**src/rtl/bcs_pkg.sv**
```systemverilog
package bcs_pkg;
  typedef enum logic [2:0] {
    ST_IDLE,
    ST_RD_ORIG,
    ST_WR_INV,
    ST_RD_BACK,
    ST_WR_REST,
    ST_DONE
  } bcs_state_e;
endpackage

```
**src/rtl/bcs_addr_sel.sv**
```systemverilog
module bcs_addr_sel #(
  parameter int unsigned        ADDR_W     = 11,
  parameter bit                 FIXED_EN   = 1'b0,
  parameter logic [ADDR_W-1:0]  FIXED_ADDR = '0
) (
  input  logic              clk_i,
  input  logic              rst_ni,
  input  logic              load_i,
  input  logic [ADDR_W-1:0] addr_i,
  output logic [ADDR_W-1:0] addr_o
);
  generate
    if (FIXED_EN) begin : g_fixed
      assign addr_o = FIXED_ADDR;
    end else begin : g_latch
      logic [ADDR_W-1:0] addr_q;
      always_ff @(posedge clk_i or negedge rst_ni) begin
        if (!rst_ni)     addr_q <= '0;
        else if (load_i) addr_q <= addr_i;
      end
      assign addr_o = addr_q;
    end
  endgenerate
endmodule

```
**src/rtl/bcs_data_path.sv**
```systemverilog
module bcs_data_path #(
  parameter int unsigned DATA_W = 8
) (
  input  logic              clk_i,
  input  logic              rst_ni,
  input  logic              cap_i,
  input  logic [DATA_W-1:0] rdata_i,
  output logic [DATA_W-1:0] orig_o,
  output logic [DATA_W-1:0] inv_o,
  output logic              match_o
);
  logic [DATA_W-1:0] orig_q;

  always_ff @(posedge clk_i or negedge rst_ni) begin
    if (!rst_ni)    orig_q <= '0;
    else if (cap_i) orig_q <= rdata_i;
  end

  assign orig_o  = orig_q;
  assign inv_o   = ~orig_q;
  // read-back must equal the inverted byte bit for bit
  assign match_o = (rdata_i == inv_o);
endmodule

```
**src/rtl/bcs_ctrl.sv**
```systemverilog
module bcs_ctrl
  import bcs_pkg::*;
(
  input  logic       clk_i,
  input  logic       rst_ni,
  input  logic       start_i,
  input  logic       req_done_i,
  input  logic       match_i,
  output bcs_state_e state_o,
  output logic       load_o,
  output logic       cap_o,
  output logic       ok_o,
  output logic       low_o
);
  bcs_state_e state_q, state_d;
  logic       ok_q, low_q, ok_d, low_d;

  always_comb begin
    state_d = state_q;
    ok_d    = ok_q;
    low_d   = low_q;
    load_o  = 1'b0;
    cap_o   = 1'b0;
    unique case (state_q)
      ST_IDLE: if (start_i) begin
        load_o  = 1'b1;
        ok_d    = 1'b0;
        low_d   = 1'b0;
        state_d = ST_RD_ORIG;
      end
      ST_RD_ORIG: if (req_done_i) begin
        cap_o   = 1'b1;
        state_d = ST_WR_INV;
      end
      ST_WR_INV: if (req_done_i) state_d = ST_RD_BACK;
      ST_RD_BACK: if (req_done_i) begin
        if (match_i) state_d = ST_WR_REST;
        else begin
          low_d   = 1'b1;
          state_d = ST_DONE;
        end
      end
      ST_WR_REST: if (req_done_i) begin
        ok_d    = 1'b1;
        state_d = ST_DONE;
      end
      ST_DONE: state_d = ST_IDLE;
      default: state_d = ST_IDLE;
    endcase
  end

  always_ff @(posedge clk_i or negedge rst_ni) begin
    if (!rst_ni) begin
      state_q <= ST_IDLE;
      ok_q    <= 1'b0;
      low_q   <= 1'b0;
    end else begin
      state_q <= state_d;
      ok_q    <= ok_d;
      low_q   <= low_d;
    end
  end

  assign state_o = state_q;
  assign ok_o    = ok_q;
  assign low_o   = low_q;


  done_one_cycle_chk: assert property (@(posedge clk_i) disable iff (!rst_ni)
    (state_q == ST_DONE) |=> (state_q == ST_IDLE));


  no_restart_chk: assert property (@(posedge clk_i) disable iff (!rst_ni)
    (state_q != ST_IDLE && state_q != ST_DONE) |=> (state_q != ST_IDLE));


  low_no_restore_chk: assert property (@(posedge clk_i) disable iff (!rst_ni)
    (state_q == ST_RD_BACK && req_done_i && !match_i) |=> (state_q == ST_DONE && low_q && !ok_q));


  ok_after_restore_chk: assert property (@(posedge clk_i) disable iff (!rst_ni)
    (state_q == ST_WR_REST && req_done_i) |=> (ok_q && !low_q));
endmodule

```
**src/rtl/bat_check_seq.sv**
```systemverilog
module bat_check_seq
  import bcs_pkg::*;
#(
  parameter int unsigned       ADDR_W     = 11,
  parameter int unsigned       DATA_W     = 8,
  parameter bit                FIXED_EN   = 1'b0,
  parameter logic [ADDR_W-1:0] FIXED_ADDR = '0
) (
  input  logic              clk_i,
  input  logic              rst_ni,
  input  logic              start_i,
  input  logic [ADDR_W-1:0] addr_i,
  output logic              req_o,
  output logic              req_we_o,
  output logic [ADDR_W-1:0] req_addr_o,
  output logic [DATA_W-1:0] req_wdata_o,
  input  logic              req_done_i,
  input  logic [DATA_W-1:0] req_rdata_i,
  output logic              busy_o,
  output logic              done_o,
  output logic              bat_ok_o,
  output logic              bat_low_o
);
  bcs_state_e        state;
  logic              load, cap, match;
  logic [DATA_W-1:0] orig, inv;

  bcs_ctrl u_ctrl (
    .clk_i      (clk_i),
    .rst_ni     (rst_ni),
    .start_i    (start_i),
    .req_done_i (req_done_i),
    .match_i    (match),
    .state_o    (state),
    .load_o     (load),
    .cap_o      (cap),
    .ok_o       (bat_ok_o),
    .low_o      (bat_low_o)
  );

  bcs_addr_sel #(
    .ADDR_W     (ADDR_W),
    .FIXED_EN   (FIXED_EN),
    .FIXED_ADDR (FIXED_ADDR)
  ) u_addr (
    .clk_i  (clk_i),
    .rst_ni (rst_ni),
    .load_i (load),
    .addr_i (addr_i),
    .addr_o (req_addr_o)
  );

  bcs_data_path #(.DATA_W(DATA_W)) u_data (
    .clk_i   (clk_i),
    .rst_ni  (rst_ni),
    .cap_i   (cap),
    .rdata_i (req_rdata_i),
    .orig_o  (orig),
    .inv_o   (inv),
    .match_o (match)
  );

  always_comb begin
    req_o       = 1'b0;
    req_we_o    = 1'b0;
    req_wdata_o = inv;
    unique case (state)
      ST_RD_ORIG, ST_RD_BACK: req_o = 1'b1;
      ST_WR_INV: begin
        req_o    = 1'b1;
        req_we_o = 1'b1;
      end
      ST_WR_REST: begin
        req_o       = 1'b1;
        req_we_o    = 1'b1;
        req_wdata_o = orig;
      end
      default: ;
    endcase
  end

  assign busy_o = (state != ST_IDLE);
  assign done_o = (state == ST_DONE);


  req_hold_chk: assert property (@(posedge clk_i) disable iff (!rst_ni)
    (req_o && !req_done_i) |=> (req_o && $stable(req_addr_o) && $stable(req_we_o) && $stable(req_wdata_o)));


  status_onehot_chk: assert property (@(posedge clk_i) disable iff (!rst_ni)
    done_o |-> $onehot({bat_ok_o, bat_low_o}));


  status_hold_chk: assert property (@(posedge clk_i) disable iff (!rst_ni)
    (!busy_o && !start_i) |=> ($stable(bat_ok_o) && $stable(bat_low_o)));


  idle_quiet_chk: assert property (@(posedge clk_i) disable iff (!rst_ni)
    !busy_o |-> (!req_o && !done_o));
endmodule

```
**config.mk**
```make
export PLATFORM = sky130hd
export DESIGN_NAME = bat_check_seq
export DESIGN_NICKNAME = d
export VERILOG_FILES = /design/src/rtl/bcs_pkg.sv /design/src/rtl/bcs_addr_sel.sv /design/src/rtl/bcs_data_path.sv /design/src/rtl/bcs_ctrl.sv /design/src/rtl/bat_check_seq.sv
export SDC_FILE = /design/constraint.sdc
export NUM_CORES = 1
export LEC_CHECK = 0
export BUFFER_PORTS_ARGS = -buffer_cell sky130_fd_sc_hd__buf_2
export CORE_ASPECT_RATIO = 1.75
export CORE_MARGIN = 2
export CORE_UTILIZATION = 45
export CTS_BUF_LIST = sky130_fd_sc_hd__clkbuf_16
export DETAILED_ROUTE_END_ITERATION = 7
export HOLD_SLACK_MARGIN = 0.1
export PLACE_DENSITY = 0.75
export SLEW_MARGIN = 20
export SYNTH_ARGS = -nofsm -noshare
export SYNTH_HDL_FRONTEND = slang
export SYNTH_SLANG_ARGS = --single-unit
```
**constraint.sdc**
```tcl
create_clock -name clk_i -period 1.6 [get_ports clk_i]
set_input_delay 0.32 -clock clk_i [delete_from_list [all_inputs] [get_ports clk_i]]
set_output_delay 0.32 -clock clk_i [all_outputs]
set_load 0.005 [all_outputs]
```
# Word level (Yosys, flattened, before mapping)
# Index checks and enable logic that the tools add are counted.
# op_classes
n_bitwise	1
n_shift	0
n_lt_le_gt_ge	0
eq_ne	12
addsub	0
div	0
muxes	20
mul	0
reduce_logical	9
# op_table
cell	count
3-bit two-way mux	5
3-bit case mux with 5 select lines	1
2-bit != test, second input constant	6
1-bit two-way mux	11
8-bit equality test	1
8-bit two-way mux	1
8-bit inverter	1
3-bit by 2-bit equality test with 1-bit output, second input constant	2
3-bit equality test, second input constant	2
5-bit AND reduction	1
1-bit case mux with 2 select lines	2
4-bit AND reduction	1
2-bit nonzero test	2
4-bit OR reduction	1
3-bit by 1-bit equality test with 1-bit output, second input constant	1
3-bit logical NOT	1
3-bit AND reduction	1
3-bit nonzero test	1
2-bit OR reduction	1
# totals
out_inout_bits	25
reg_bits	24
romBits	0
mem_count	0
in_bits	23
latch_bits	0
ram_bits	0
word_cells	47

# Depth between registers and ports, before layout
# depth
word_depth	5
mapped_depth	6
mapped_depth_nobuf	4

# Cells and area by module
# From an unflattened synthesis, not the netlist that was laid out.
# unflattened
hier_cells	111
hier_area_um2	1267.5
# modules_own_cells
module	cells_per_inst	area_per_inst_um2	instances	seq_area_each_um2
bcs_addr_sel	23	447.9	1	275.3
bcs_data_path	44	405.4	1	200.2
bcs_ctrl	28	266.5	1	125.1
bat_check_seq	16	147.6	1	0.0

# Least setup slack after synthesis
# Ideal clock, no wire load.
# synth_timing
kind	register -> output
start	register u_ctrl.state_q[0] (netlist: u_ctrl.state_o[0])
end	output req_wdata_o[0]
required_ns	1.280
stages_incl_launch_ff	6
arrival_time_ns	1.167
slack_ns	0.113
n_path_buf	2
cell_sequence	dfrtp_1 > buf_4 > nor2_1 > and2_2 > buf_2 > xnor2_1
# synth_via
elab_chain_len	2
# synth_rtl
element	line	text
start, declared	bcs_ctrl.sv:15	bcs_state_e state_q, state_d;
start signal, assigned	bcs_ctrl.sv:58	state_q <= state_d;
3-bit equality test	bat_check_seq.sv:67	unique case (state)
8-bit two-way mux	bat_check_seq.sv:67	
end, declared	bat_check_seq.sv:16	output logic [DATA_W-1:0] req_wdata_o,
# Every way passes these cells.

# Worst setup path after layout
# layout_timing
start	register u_ctrl.state_q[0] (netlist: u_ctrl.state_o[0])
end	output req_wdata_o[1]
# The elaborated chain is that of the path after synthesis.

==> flow_summary.yaml <==
synthesis:
  ys_ff_latch: 24
  yosysWarnings: 0
  ys_seq_area_share_pct: 50.10
  synth_nets: 115
  syn-cell-area_um2: 1199
  synth_area_per_cell_um2: 13.03
  syn_inst: 92
  synth_cell_types: 26
detailed_routing:
  drt_iter0_markers: 11
  antenna_left: 0
  drt-pass1-iter-count: 4
  vias: 909
  remaining_drc_errors: 0
  wl_per_cell_um: 14.23
  drt_wl_total_um: 2533
  vias_per_cell: 5.107
power:
  p_leak_nw: 0.7961
  ir_drop_uv: 1135
  fin_total_pwr_mw: 3.399
  p_per_area_nw_per_um2: 2040
timing:
  final-hold-violation-count: 0
  period_needed_ns: 1.647
  skew_ns: 0.002831
  rsz0062_at_grt: "yes"
  post-route-period-util_pct: 103.0
  slew-limit-headroom_pct: 64.74
  max_freq_mhz: 607.1
  holdWs_ns: 0.2990
  fin_ws_ns: -0.04727
  slew_violations: 0
  setup_violations: 9
  worst-slew-pin-transition_ns: 0.5289
clock_network:
  worstSkewPairLatency_ns: 0.25
  root_buffer: "clkbuf_16"
  clkSlewWorstSetupHoldPaths_ns: 0.06
  htreeDepth: 1
  tritoncts: "done"
  cts_buffer_depth: 2
  cts.sinks: 24
  cts_buffers: 3
run_status:
  violations: "negative setup slack"
  status: "finished with violations"
hold_path:
  whs_endpoint: "u_addr.addr_o[8]"
  hp-class: "in -> reg"
  hold_start: "addr_i[8]"
  hold_depth: 2
grt:
  antenna_found_initial: 0
  grt_busiest_layer: "met2"
  grt_start_max_net_pins: 25
  grt-ovfl-total: 0
  grt_use_met1_pct: 20.29
  use_met3_pct: 2.736
  grt_pass1_wl_um: 4222
  met2_usage_pct: 31.65
  grt_pass1_vias: 993
  grt_use_total_pct: 17.82
setup_path:
  worst-setup-path-type: "reg -> out"
  r2r_slack_ns: 0.07
  start_kind: "flip-flop"
  cpPeakStageDelay_ns: 0.43
  crit_buf_inv: 1
  reg2regPathDepth: 6
  arrival_ns: 1.33
  worst-path-max-fanout: 4
  cp_top_family: "flip-flops"
  worstPathCellList: "nor2_4 > and2_2 > xnor2_1 > buf_2"
  r2r-start: "u_ctrl.state_o[0]"
  slowest_stage: "dfrtp_2"
  cp-end-kind: "primary output"
  cp.required_ns: 1.28
  reg2reg_to: "u_addr.addr_o[5]"
die:
  start_util_pct: 47.52
  dieArea_um2: 3109
  fp-row-count: 24
  die_w_um: 43.02
  die_y_um: 72.28
  coreArea_um2: 2522
  ios: 48
finish:
  fin_nets: 176
  post-route-util_pct: 66.07
  instances_no_fill: 178
  drive_gt1_share_pct: 62.50
  areaGrowthSynthToFinish_pct: 39.04
  antenna_cells: 0
  most-common-layout-cells: "buf_2, dfrtp_1, mux2_2"
  final_common_cell: "buf_2"
placed_design:
  portBuffers: 47
  dpl.hpwl_um: 1796
  routabilityCongestion: 0.7843
  dp.cells: 166
flow_run:
  maxCapViolations: 0
[metrics by stage]
| stage | setup slack [ns] | TNS, ns | cell area [um^2] |
|---|---|---|---|
| global placement | 0.1389 | 0 | 1481 |
| detailed placement | 0.07896 | 0 | 1481 |
| global route | -0.1168 | -0.8725 | 1667 |
| floorplan | 0.1129 | 0 | 1199 |
| finish | -0.04727 | -0.1895 | 1667 |
| CTS | -0.04507 | -0.2089 | 1627 |
[metal layers]
| metal | share of wire, % | vias up | routed length [um] |
|---|---|---|---|
| met3 | 3.1 | 2 | 79 |
| li1 | - | 433 | - |
| met4 | 1.0 | 0 | 26 |
| met5 | 0 | - | 0 |
| met2 | 57 | 20 | 1449 |
| met1 | 39 | 454 | 978 |
[layout make-up]
| cell class | count | area [um^2] |
|---|---|---|
| inverters | 1 | 3.754 |
| clock buffers | 3 | 75.07 |
| clock inverters | 1 | 3.754 |
| repair buffers | 60 | 355.3 |
| fillers | 207 | 855.8 |
| multi-input cells | 63 | 594.3 |
| well taps | 26 | 32.53 |
| flip-flops and latches | 24 | 601.8 |
[kinds of logic after synthesis]
kind of cell           share of synthesized area [%]
AO/OA/AOI/OAI                                  3.967
multiplexers                                   17.85
XOR/XNOR                                       13.88
AND/OR/NAND/NOR                                10.34
flip-flops                                     50.10
buffers and inverters                          3.861
[sequential cells by signal, summed over array words and instances, names as in the netlist]
signal          flops
u_addr.addr_o      11
u_ctrl.low_o        1
u_ctrl.ok_o         1
u_ctrl.state_o      3
u_data.orig_o       8
[Yosys cell counts]
master	instances	area (um^2)
buf_4	2	15.01
a22o_1	1	8.760
nand4_1	2	12.51
and2_2	1	7.510
and2_1	1	6.260
xor2_1	9	78.83
a211o_2	1	10.01
nor3b_4	1	18.77
nand2_1	2	7.510
inv_1	1	3.750
dfrtp_1	24	600.6
or3_2	1	7.510
o2bb2ai_1	1	8.760
xnor2_1	10	87.58
buf_6	2	22.52
a21oi_1	1	5.000
buf_2	1	5.000
a22oi_1	1	7.510
o31ai_1	1	7.510
nor2_1	5	18.77
nand2b_4	1	13.76
or2_2	1	6.260
and2b_2	1	8.760
and3b_2	1	10.01
nand2b_1	1	6.260
mux2_2	19	214.0
[timing repair]
action	in CTS	in global routing
hold buffers	1	0
pin swaps	3	2
buffers inserted	5	1
gates resized for setup	4	6
cloned	1	0
endpoints found under the setup margin	9	22
endpoints found under the hold margin	24	0
[how the worst max path moves through the flow]
stage                       from        endpoint  slack (ns)  cells past startpoint
2_1_floorplan  u_ctrl.state_o[0]  req_wdata_o[0]        0.11                      5
3_3_place_gp   u_ctrl.state_o[0]  req_wdata_o[4]        0.14                      4
3_5_place_dp   u_ctrl.state_o[0]  req_wdata_o[0]        0.08                      4
4_1_cts        u_ctrl.state_o[1]  req_wdata_o[0]       -0.05                      4
5_1_grt        u_ctrl.state_o[0]  req_wdata_o[1]       -0.12                      4
6_report       u_ctrl.state_o[0]  req_wdata_o[1]       -0.05                      4
[worst register-to-register path: cells and delay by family (launching register included)]
kind,cells,cell delay [ns]
flip-flops,1,0.43
multiplexers,1,0.34
buffers and inverters,3,0.36
AND/OR/NAND/NOR,2,0.28
[report_power, final]
part           switching, mW  total (mW)  internal (mW)  leakage [nW]
combinational          0.657        1.71           1.05         0.471
clock                  0.196       0.530          0.333        0.0385
sequential             0.241        1.16          0.917         0.286
Note: power is estimated with default switching activity, not from simulation.
